[config.mk]
export PLATFORM = sky130hd
export DESIGN_NAME = slot_delay_sched
export DESIGN_NICKNAME = d
export VERILOG_FILES = /design/src/rtl/sched_pkg.sv /design/src/rtl/sched_rst_sync.sv /design/src/rtl/sched_rr_ptr.sv /design/src/rtl/sched_scan.sv /design/src/rtl/sched_cnt_bank.sv /design/src/rtl/slot_delay_sched.sv
export SDC_FILE = /design/constraint.sdc
export NUM_CORES = 1
export LEC_CHECK = 0
export BUFFER_PORTS_ARGS = -buffer_cell sky130_fd_sc_hd__buf_2
export CORE_MARGIN = 1
export CORE_UTILIZATION = 30
export DETAILED_ROUTE_END_ITERATION = 10
export PLACE_DENSITY_LB_ADDON = 0.2
export SYNTH_ARGS = -nofsm -noshare
export SYNTH_HDL_FRONTEND = slang
export SYNTH_SLANG_ARGS = --single-unit
[constraint.sdc]
create_clock -name clk -period 1.4 [get_ports clk]
set_clock_uncertainty 0.15 [all_clocks]
set_input_delay 0.28 -clock clk [delete_from_list [all_inputs] [get_ports clk]]
set_output_delay 0.28 -clock clk [all_outputs]
set_load 0.005 [all_outputs]
[src/rtl/sched_pkg.sv]
package sched_pkg;
  // outcome of one request inside the scan
  typedef enum logic [1:0] {
    RES_IDLE   = 2'd0,
    RES_ACCEPT = 2'd1,
    RES_DROP   = 2'd2
  } req_res_e;
endpackage

[src/rtl/sched_rst_sync.sv]
module sched_rst_sync (
  input  logic clk,
  input  logic rst_n,
  output logic rst_s_n
);
  logic meta_q;
  logic sync_q;

  always_ff @(posedge clk or negedge rst_n) begin
    if (!rst_n) begin
      meta_q <= 1'b0;
      sync_q <= 1'b0;
    end else begin
      meta_q <= 1'b1;
      sync_q <= meta_q;
    end
  end

  assign rst_s_n = sync_q;
endmodule

[src/rtl/sched_rr_ptr.sv]
module sched_rr_ptr #(
  parameter int N_IN = 4,
  localparam int IDX_W = (N_IN > 1) ? $clog2(N_IN) : 1
) (
  input  logic             clk,
  input  logic             rst_n,
  input  logic             slot_start_i,
  output logic [IDX_W-1:0] start_o
);
  logic [IDX_W-1:0] ptr_q;
  logic [IDX_W-1:0] ptr_d;

  always_comb begin
    ptr_d = ptr_q;
    if (slot_start_i) begin
      if (ptr_q == IDX_W'(N_IN - 1)) ptr_d = '0;
      else                           ptr_d = ptr_q + 1'b1;
    end
  end

  always_ff @(posedge clk or negedge rst_n) begin
    if (!rst_n)            ptr_q <= '0;
    else if (slot_start_i) ptr_q <= ptr_d;
  end

  assign start_o = ptr_q;

  // the start position advances by one (with wrap) on each slot
  assert_rotate_R6: assert property (@(posedge clk) disable iff (!rst_n)
    slot_start_i |=> (ptr_q == (($past(ptr_q) == IDX_W'(N_IN - 1)) ? '0 : $past(ptr_q) + 1'b1)));

  assert_hold_ptr_R6: assert property (@(posedge clk) disable iff (!rst_n)
    !slot_start_i |=> $stable(ptr_q));
endmodule

[src/rtl/sched_scan.sv]
module sched_scan
  import sched_pkg::*;
#(
  parameter int N_IN      = 4,
  parameter int N_OUT     = 4,
  parameter int MAX_DELAY = 15,
  localparam int IDX_W = (N_IN > 1) ? $clog2(N_IN) : 1,
  localparam int OUT_W = (N_OUT > 1) ? $clog2(N_OUT) : 1,
  localparam int CNT_W = $clog2(MAX_DELAY + 1)
) (
  input  logic [IDX_W-1:0]       start_i,
  input  logic [N_IN-1:0]        valid_i,
  input  logic [N_IN*OUT_W-1:0]  dest_i,
  input  logic [N_IN*CNT_W-1:0]  len_i,
  input  logic [N_OUT*CNT_W-1:0] cnt_i,
  output logic [N_OUT*CNT_W-1:0] cnt_o,
  output logic [N_IN*CNT_W-1:0]  delay_o,
  output logic [N_IN-1:0]        accept_o,
  output logic [N_IN-1:0]        drop_o
);
  localparam logic [CNT_W:0] LIMIT = (CNT_W + 1)'(MAX_DELAY);

  logic [CNT_W-1:0] work   [N_OUT];
  req_res_e         res    [N_IN];
  logic [CNT_W-1:0] dly    [N_IN];

  // sequential visit: each stage sees the counters left by the previous one
  always_comb begin
    for (int o = 0; o < N_OUT; o++) work[o] = cnt_i[o*CNT_W +: CNT_W];
    for (int i = 0; i < N_IN; i++) begin
      res[i] = RES_IDLE;
      dly[i] = '0;
    end
    for (int k = 0; k < N_IN; k++) begin
      int             idx;
      int             d;
      logic [CNT_W:0] sum;
      idx = int'(start_i) + k;
      if (idx >= N_IN) idx = idx - N_IN;
      d = int'(dest_i[idx*OUT_W +: OUT_W]);
      sum = '0;
      if (valid_i[idx]) begin
        if (d >= N_OUT) begin
          res[idx] = RES_DROP;
        end else begin
          sum = {1'b0, work[d]} + {1'b0, len_i[idx*CNT_W +: CNT_W]};
          if (sum > LIMIT) begin
            res[idx] = RES_DROP;
          end else begin
            res[idx] = RES_ACCEPT;
            dly[idx] = work[d];
            work[d]  = sum[CNT_W-1:0];
          end
        end
      end
    end
  end

  genvar gi;
  generate
    for (gi = 0; gi < N_IN; gi++) begin : g_res
      assign accept_o[gi]                  = (res[gi] == RES_ACCEPT);
      assign drop_o[gi]                    = (res[gi] == RES_DROP);
      assign delay_o[gi*CNT_W +: CNT_W]    = dly[gi];
    end
    for (gi = 0; gi < N_OUT; gi++) begin : g_cnt
      assign cnt_o[gi*CNT_W +: CNT_W] = work[gi];
    end
  endgenerate
endmodule

[src/rtl/sched_cnt_bank.sv]
module sched_cnt_bank #(
  parameter int N_OUT     = 4,
  parameter int MAX_DELAY = 15,
  localparam int CNT_W = $clog2(MAX_DELAY + 1)
) (
  input  logic                   clk,
  input  logic                   rst_n,
  input  logic                   slot_start_i,
  input  logic [N_OUT*CNT_W-1:0] cnt_scan_i,
  output logic [N_OUT*CNT_W-1:0] cnt_o
);
  logic [CNT_W-1:0] cnt_q [N_OUT];
  logic [CNT_W-1:0] cnt_d [N_OUT];

  always_comb begin
    for (int o = 0; o < N_OUT; o++) begin
      logic [CNT_W-1:0] v;
      v = cnt_scan_i[o*CNT_W +: CNT_W];
      cnt_d[o] = (v != '0) ? v - 1'b1 : '0;
    end
  end

  genvar go;
  generate
    for (go = 0; go < N_OUT; go++) begin : g_bank
      always_ff @(posedge clk or negedge rst_n) begin
        if (!rst_n)            cnt_q[go] <= '0;
        else if (slot_start_i) cnt_q[go] <= cnt_d[go];
      end
      assign cnt_o[go*CNT_W +: CNT_W] = cnt_q[go];

      // the counter stays within the buffer depth
      assert_cnt_bound_R7: assert property (@(posedge clk) disable iff (!rst_n)
        cnt_q[go] <= CNT_W'(MAX_DELAY));

      // an untouched nonzero counter drains by exactly one per slot
      assert_drain_R4: assert property (@(posedge clk) disable iff (!rst_n)
        (slot_start_i && (cnt_scan_i[go*CNT_W +: CNT_W] == cnt_q[go]) && (cnt_q[go] != '0))
        |=> (cnt_q[go] == $past(cnt_q[go]) - 1'b1));

      // a counter only changes on a slot
      assert_hold_cnt_R9: assert property (@(posedge clk) disable iff (!rst_n)
        !slot_start_i |=> $stable(cnt_q[go]));
    end
  endgenerate
endmodule

[src/rtl/slot_delay_sched.sv]
module slot_delay_sched #(
  parameter int N_IN      = 4,
  parameter int N_OUT     = 4,
  parameter int MAX_DELAY = 15,
  localparam int IDX_W = (N_IN > 1) ? $clog2(N_IN) : 1,
  localparam int OUT_W = (N_OUT > 1) ? $clog2(N_OUT) : 1,
  localparam int CNT_W = $clog2(MAX_DELAY + 1)
) (
  input  logic                  clk,
  input  logic                  rst_n,
  input  logic                  slot_start_i,
  input  logic [N_IN-1:0]       req_valid_i,
  input  logic [N_IN*OUT_W-1:0] req_dest_i,
  input  logic [N_IN*CNT_W-1:0] req_len_i,
  output logic [N_IN*CNT_W-1:0] delay_o,
  output logic [N_IN-1:0]       accept_o,
  output logic [N_IN-1:0]       drop_o,
  output logic                  slot_done_o
);
  logic                   rst_s_n;
  logic [IDX_W-1:0]       start_idx;
  logic [N_OUT*CNT_W-1:0] cnt_cur;
  logic [N_OUT*CNT_W-1:0] cnt_scan;
  logic [N_IN*CNT_W-1:0]  delay_c;
  logic [N_IN-1:0]        accept_c;
  logic [N_IN-1:0]        drop_c;

  logic [N_IN*CNT_W-1:0]  delay_q;
  logic [N_IN-1:0]        accept_q;
  logic [N_IN-1:0]        drop_q;
  logic                   done_q;

  sched_rst_sync u_rst (
    .clk     (clk),
    .rst_n   (rst_n),
    .rst_s_n (rst_s_n)
  );

  sched_rr_ptr #(.N_IN(N_IN)) u_ptr (
    .clk          (clk),
    .rst_n        (rst_s_n),
    .slot_start_i (slot_start_i),
    .start_o      (start_idx)
  );

  sched_scan #(.N_IN(N_IN), .N_OUT(N_OUT), .MAX_DELAY(MAX_DELAY)) u_scan (
    .start_i  (start_idx),
    .valid_i  (req_valid_i),
    .dest_i   (req_dest_i),
    .len_i    (req_len_i),
    .cnt_i    (cnt_cur),
    .cnt_o    (cnt_scan),
    .delay_o  (delay_c),
    .accept_o (accept_c),
    .drop_o   (drop_c)
  );

  sched_cnt_bank #(.N_OUT(N_OUT), .MAX_DELAY(MAX_DELAY)) u_bank (
    .clk          (clk),
    .rst_n        (rst_s_n),
    .slot_start_i (slot_start_i),
    .cnt_scan_i   (cnt_scan),
    .cnt_o        (cnt_cur)
  );

  // result registers, loaded once per slot
  always_ff @(posedge clk or negedge rst_s_n) begin
    if (!rst_s_n) begin
      delay_q  <= '0;
      accept_q <= '0;
      drop_q   <= '0;
    end else if (slot_start_i) begin
      delay_q  <= delay_c;
      accept_q <= accept_c;
      drop_q   <= drop_c;
    end
  end

  always_ff @(posedge clk or negedge rst_s_n) begin
    if (!rst_s_n) done_q <= 1'b0;
    else          done_q <= slot_start_i;
  end

  assign delay_o     = delay_q;
  assign accept_o    = accept_q;
  assign drop_o      = drop_q;
  assign slot_done_o = done_q;

  // strobe follows slot start by one cycle and lasts one cycle
  assert_done_pulse_R8: assert property (@(posedge clk) disable iff (!rst_s_n)
    slot_start_i |=> slot_done_o);

  assert_done_quiet_R8: assert property (@(posedge clk) disable iff (!rst_s_n)
    !slot_start_i |=> !slot_done_o);

  // results hold between slots
  assert_result_hold_R8: assert property (@(posedge clk) disable iff (!rst_s_n)
    !slot_start_i |=> ($stable(delay_o) && $stable(accept_o) && $stable(drop_o)));

  // one request is never both accepted and dropped
  assert_acc_drop_excl_R7: assert property (@(posedge clk) disable iff (!rst_s_n)
    (accept_o & drop_o) == '0);

  // a result flag only appears for an input that requested
  assert_flag_needs_req_R9: assert property (@(posedge clk) disable iff (!rst_s_n)
    slot_start_i |=> (((accept_o | drop_o) & ~$past(req_valid_i)) == '0));
endmodule

## Word level (Yosys, flattened, before mapping)

Cells that the tools add are included.

- Register bits: 45
- Memories kept: 0
- Memory bits (read-only): 0
- Bits in latches: 0
- Word-level logic and storage cells: 199
- Memory bits (writable): 0

- Bitwise logic cells: 27
- Shifts and indexed selects: 8
- Equal/unequal tests: 9
- Div/mod/pow operators: 0
- Multipliers: 0
- Reduce and logical (&&, ||, !) cells: 12
- Order comparisons: 28
- Muxes and demuxes: 88
- Add/subtract/negate cells: 16

Operators by type and width:

| operator | number |
|---|---|
| 32-bit by 3-bit >= comparator with 1-bit output (second input constant) | 8 |
| 32-bit by 1-bit < comparator with 1-bit output (second input constant) | 8 |
| 16-bit 2-to-1 mux | 16 |
| 32-bit by 4-bit < comparator with 1-bit output (second input constant) | 4 |
| 32-bit 2-to-1 mux | 4 |
| 2-bit NOT with 32-bit output | 4 |
| 32-bit NOT | 4 |
| 16-bit by 32-bit indexed part select with 4-bit output | 4 |
| 8-bit by 32-bit indexed part select with 2-bit output | 4 |
| 16-bit bitwise mux | 7 |
| 32-bit by 4-bit >= comparator with 1-bit output (second input constant) | 3 |
| 32-bit by 4-bit subtractor with 32-bit output (second input constant) | 3 |
| 4-bit 2-to-1 mux | 20 |
| 4-bit demux with 2-bit select | 8 |
| 8-bit 2-to-1 mux | 8 |
| 4-bit binary-select mux with 2-bit select | 4 |
| 4-bit bitwise AND | 6 |
| 4-bit NOT | 6 |
| 4-bit bitwise OR | 6 |
| 4-bit by 4-bit adder with 5-bit output | 4 |
| 5-bit by 4-bit > comparator with 1-bit output (second input constant) | 4 |
| 16-bit bitwise AND | 1 |
| 2-bit demux with 2-bit select | 4 |
| 4-bit nonzero test | 4 |
| 12 further kinds | 44 |

## Longest topological paths before layout

- Depth in word-level cells: 34
- Mapped depth: 53
- Mapped depth without buffers: 46

## Cells and area by module

From an unflattened synthesis, not the netlist that was laid out.

- Cells, all modules: 714
- Area, all modules: 6248.5 um^2

Modules (own cells, without submodules):

| module | times used | sequential area each (um^2) | cells an instance | area each (um^2) |
|---|---|---|---|---|
| sched_scan | 1 | 0.0 | 574 | 4279.1 |
| slot_delay_sched | 1 | 625.6 | 52 | 1022.2 |
| sched_cnt_bank | 1 | 400.4 | 79 | 799.5 |
| sched_rr_ptr | 1 | 50.0 | 6 | 93.8 |
| sched_rst_sync | 1 | 50.0 | 3 | 53.8 |

## Least setup slack after synthesis

No wires, ideal clock.

- Path kind: reg-to-reg
- Start: reg u_ptr.ptr_q[0] (netlist: u_ptr.start_o[0])
- End: reg u_bank.cnt_q, in the netlist u_bank.cnt_o[6]
- Path slack: -9458 ps
- Required time: 1134 ps
- Library setup time: 116 ps
- Arrival time: 10592 ps
- Clock period less this slack: 10858 ps
- Stages on the path, launching flop included: 51
- Cell sequence: dfrtp_1 -> buf_2 -> buf_2 -> buf_1 -> clkbuf_1 -> mux2i_1 -> a21oi_1 -> ha_1 -> fa_1 -> nand2_1 -> nor2b_1 -> mux2_4 -> buf_6 -> o21ai_0 -> a21oi_1 -> a21oi_1 -> o21ai_0 -> fa_1 -> [15 not listed] -> nand2b_1 -> nand3_1 -> o31ai_2 -> or3b_1 -> a32oi_2 -> inv_1 -> ha_1 -> nor2b_1 -> o21ai_0 -> and3b_1 -> clkbuf_1 -> nor3b_1 -> nor2_1 -> a22o_1 -> a31oi_1 -> and2_1 -> nand3_1 -> o311ai_0

- Longest elaborated chain between the ends: 34
- Elaborated cells on any way between the ends: 94

Ends and longest elaborated chain:

| what | line | text |
|---|---|---|
| start, declared | sched_rr_ptr.sv:10 | `logic [IDX_W-1:0] ptr_q;` |
| start signal, assigned | sched_rr_ptr.sv:23 | `else if (slot_start_i) ptr_q <= ptr_d;` |
| 2-bit by 3-bit subtractor with 4-bit output or 2-bit by 3-bit >= comparator with 1-bit output (tied branches) | sched_scan.sv:39 | `if (idx >= N_IN) idx = idx - N_IN;` |
| 32-bit 2-to-1 mux | sched_scan.sv:39 |  |
| 8-bit by 32-bit indexed part select with 2-bit output | sched_scan.sv:40 | `d = int'(dest_i[idx*OUT_W +: OUT_W]);` |
| 2-bit NOT with 32-bit output (implied by the code) | sched_scan.sv:46, sched_scan.sv:52 |  |
| 4-bit binary-select mux with 2-bit select (tied with other cells) | sched_scan.sv:46 | `sum = {1'b0, work[d]} + {1'b0, len_i[idx*CNT_W +: CNT_W]};` |
| 4-bit 2-to-1 mux (implied by the code) or 1-bit logical AND (tied branches) | sched_scan.sv:46, sched_scan.sv:52 |  |
| 4-bit 2-to-1 mux, on equally long branches | sched_scan.sv:46, sched_scan.sv:52 |  |
| 4-bit by 4-bit adder with 5-bit output or 4-bit demux with 2-bit select (tied branches) | sched_scan.sv:46, sched_scan.sv:52 |  |
| [17 not listed] | -- |  |
| 4-bit binary-select mux with 2-bit select | sched_scan.sv:46 |  |
| 4-bit 2-to-1 mux (implied by the code) (2 in series) | sched_scan.sv:46 |  |
| 4-bit by 4-bit adder with 5-bit output | sched_scan.sv:46 |  |
| 5-bit by 4-bit > comparator with 1-bit output or 16-bit bitwise mux (tied branches) | sched_scan.sv:47, sched_scan.sv:52 |  |
| 16-bit 2-to-1 mux | sched_scan.sv:47 | `if (sum > LIMIT) begin` |
| 16-bit 2-to-1 mux (*) | sched_scan.sv:42 | `if (valid_i[idx]) begin` |
| 4-bit by 1-bit subtractor with 4-bit output or 4-bit nonzero test (tied branches) | sched_cnt_bank.sv:19 | `cnt_d[o] = (v != '0) ? v - 1'b1 : '0;` |
| 4-bit 2-to-1 mux (*) | sched_cnt_bank.sv:19 |  |
| end signal, assigned by index | sched_cnt_bank.sv:28 | `else if (slot_start_i) cnt_q[go] <= cnt_d[go];` |
| end, declared | sched_cnt_bank.sv:12 | `logic [CNT_W-1:0] cnt_q [N_OUT];` |

Every way passes the cells marked *; elsewhere a longest branch is shown, timed or not. The select of a mux whose other input is x is not followed.
A chain may end at the register's enable or synchronous reset.

## Worst setup path after layout

- Start: reg u_ptr.ptr_q[1] (netlist: u_ptr.start_o[1])
- End: reg u_bank.cnt_q, in the netlist u_bank.cnt_o[6]

The elaborated chain is that of the path after synthesis.

==> results.json <==
{
  "ioPinCount": 56,
  "cts_max_level": 2,
  "cap_violations": 0,
  "ys_seq_elements": 45,
  "core_um2": 19500,
  "synth_area_um2": 5940,
  "cts.sinks": 45,
  "diodes": 0,
  "critPathSlowestCell": "mux4_2",
  "finalCritPeriodShare": 6.82,
  "first_iter_violations": 599,
  "gr-total-overflow": 0,
  "vias_per_cell": 5.55,
  "synthFlopType": "dfrtp_1",
  "worstMarginPinSlew_ps": 798,
  "clockBufferDepth": 2,
  "crit_path_max_fanout": 8,
  "violations": "setup timing",
  "end_kind": "register",
  "grt_busiest_layer": "met2",
  "wl_per_cell_um": 20.5,
  "cts_tree": "done",
  "drive_gt1_frac": 0.561,
  "synth_cells": 778,
  "synth.avg_cell_area_um2": 7.63,
  "rsz0062_at_grt": "yes",
  "routed_wl_mm": 29.7,
  "die_x_um": 143,
  "relSlewSlack": 0.462,
  "synth_fp_nets": 837,
  "min_period_ps": 9550,
  "first_pass_iters": 6,
  "setup_slack_ps": -8150,
  "drc_errors": 0,
  "grt_pass1_vias": 7666,
  "worst_path_dominant_cell_family": "compound AO/OA/AOI/OAI gates",
  "slew_violations": 0,
  "worst_skew_pair.late_latency_ps": 310,
  "gp_congestion": 1.01,
  "synth_edf_count": 0,
  "use_met3": 0.0359,
  "crit_buf_inv": 9,
  "synthToLayoutAreaGrowth_pct": 82.9,
  "cts_root_buf": "clkbuf_16",
  "setup_viol": 42,
  "yosysSeqAreaShare": 0.190,
  "nNetsFinal": 1240,
  "hpwl_mm": 23.0,
  "rows": 51,
  "yosysWarningCount": 0,
  "status": "complete, but fails checks",
  "die_y_um": 143,
  "grt_use_total": 0.284,
  "grt_max_degree": 44,
  "dieArea_um2": 20400,
  "arrival_ps": 9600,
  "numPortBuffers": 55,
  "cts_buffers": 5,
  "grt_first_pass_wirelength_mm": 43.2,
  "via_count": 8026,
  "hold_violations": 0,
  "synth_cell_types": 77,
  "min_path_type": "in -> reg",
  "path_clk_slew_ps": 80,
  "crit_path_start_kind": "register",
  "crit_type": "reg -> reg",
  "cp.required_ps": 1460,
  "max_stage_delay_ps": 600,
  "fin_util": 0.558,
  "antenna_found_initial": 0,
  "synth-async-reset-ratio": 1.00,
  "use_met2": 0.466,
  "drtAntennaViolNets": 0,
  "fmax_mhz": 105,
  "use_met1": 0.376,
  "initial_core_util": 0.305
}
## sequential cells by signal, summed over array words and instances (netlist names)
signal         count
u_rst.meta_q       1
u_ptr.start_o      2
delay_o           16
u_rst.rst_s_n      1
drop_o             4
u_bank.cnt_o      16
slot_done_o        1
accept_o           4
## metrics by stage
stage / instances / area, um2 / TNS, ps / setup slack (ps) / hold slack [ps]
2_1_floorplan: 778 / 6310 / -305630 / -7960 / -166
3_3_place_gp: 1362 / 8960 / -324310 / -8460 / -82.8
3_5_place_dp: 1362 / 8960 / -326680 / -8370 / -81.0
4_1_cts: 1406 / 9810 / -307570 / -7880 / 1.77
5_1_grt: 1447 / 10900 / -333530 / -8510 / 12.0
6_report: 1447 / 10900 / -319270 / -8150 / 17.3
## final timing paths
| check | depth (start not counted) | start | slack [ps] | endpoint |
|---|---|---|---|---|
| max | 49 | u_ptr.start_o[1] | -8150 | u_bank.cnt_o[6] |
| min | 1 | slot_start_i | 20 | slot_done_o |
| max reg2reg | 49 | u_ptr.start_o[1] | -8150 | u_bank.cnt_o[6] |
| min reg2reg | 1 | u_rst.rst_s_n | 100 | delay_o[12] |
| max in group asynchronous | 1 | u_rst.rst_s_n | 770 | u_ptr.start_o[1] |
| min in group asynchronous | 1 | u_rst.rst_s_n | 100 | delay_o[12] |
## metal layers
layer	wire length, um	vias to the layer above	part of all wire
met2	14100	265	0.47
met1	13000	3965	0.44
met3	1590	69	0.053
met5	0	-	0
met4	1040	0	0.035
li1	-	3727	-
## final cells by class
| class | instances | area (um2) |
|---|---|---|
| clock inverter | 2 | 37.5 |
| fill | 1801 | 8600 |
| inverter | 38 | 155 |
| sequential | 45 | 1130 |
| clock buffer | 6 | 139 |
| tap | 265 | 332 |
| timing repair buffer | 438 | 3450 |
| multi-input combinational | 653 | 5620 |
## cell families after synthesis
| group | after synthesis | synth area share |
|---|---|---|
| AO/OA/AOI/OAI | 247 | 0.286 |
| buffers and inverters | 81 | 0.0567 |
| other | 1 | 0.000631 |
| adder cells (fa/ha/maj) | 28 | 0.0640 |
| AND/OR/NAND/NOR | 318 | 0.255 |
| flip-flops | 45 | 0.190 |
| XOR/XNOR | 10 | 0.0147 |
| multiplexers | 48 | 0.133 |
## cells in the mapped netlist (11+ instances only)
cell type / instances / area, um2
inv_1: 38 / 143
o22ai_1: 11 / 68.8
o211ai_1: 14 / 105
and2_1: 25 / 156
dfrtp_1: 45 / 1130
nor2_1: 77 / 289
nor3_1: 11 / 55.1
nand3_1: 47 / 235
ha_1: 24 / 300
o221ai_1: 21 / 184
nor2b_1: 13 / 81.3
a21oi_1: 43 / 215
mux2i_1: 14 / 140
a31oi_1: 17 / 106
nand2_1: 105 / 394
nand2b_1: 12 / 75.1
clkbuf_1: 31 / 116
o21ai_0: 55 / 275
mux4_2: 21 / 473
## placed cells by master, fill, tap and decap left out, types with 12 or more instances in the layout
cell and instances:
nor2_1 65, buf_6 31, mux4_2 21, inv_1 30, nand3_2 12, o21ai_0 29, nand2_1 87, a21oi_1 31
ha_1 14, buf_2 55, mux2i_1 12, buf_4 336, o211ai_1 14, dfrtp_1 42, nand3_1 29, and2_1 19
## repair_timing
action | CTS | global route
buffers inserted | 34 | 43
gates resized for setup | 99 | 141
hold endpoints to repair | 2 | 0
hold buffers | 1 | 0
pin swaps | 46 | 79
cloned | 1 | 2
endpoints found under the setup margin | 42 | 42
Power is not shown: default switching activity piles up to over one toggle a cycle in this logic, so the estimate is an artifact.
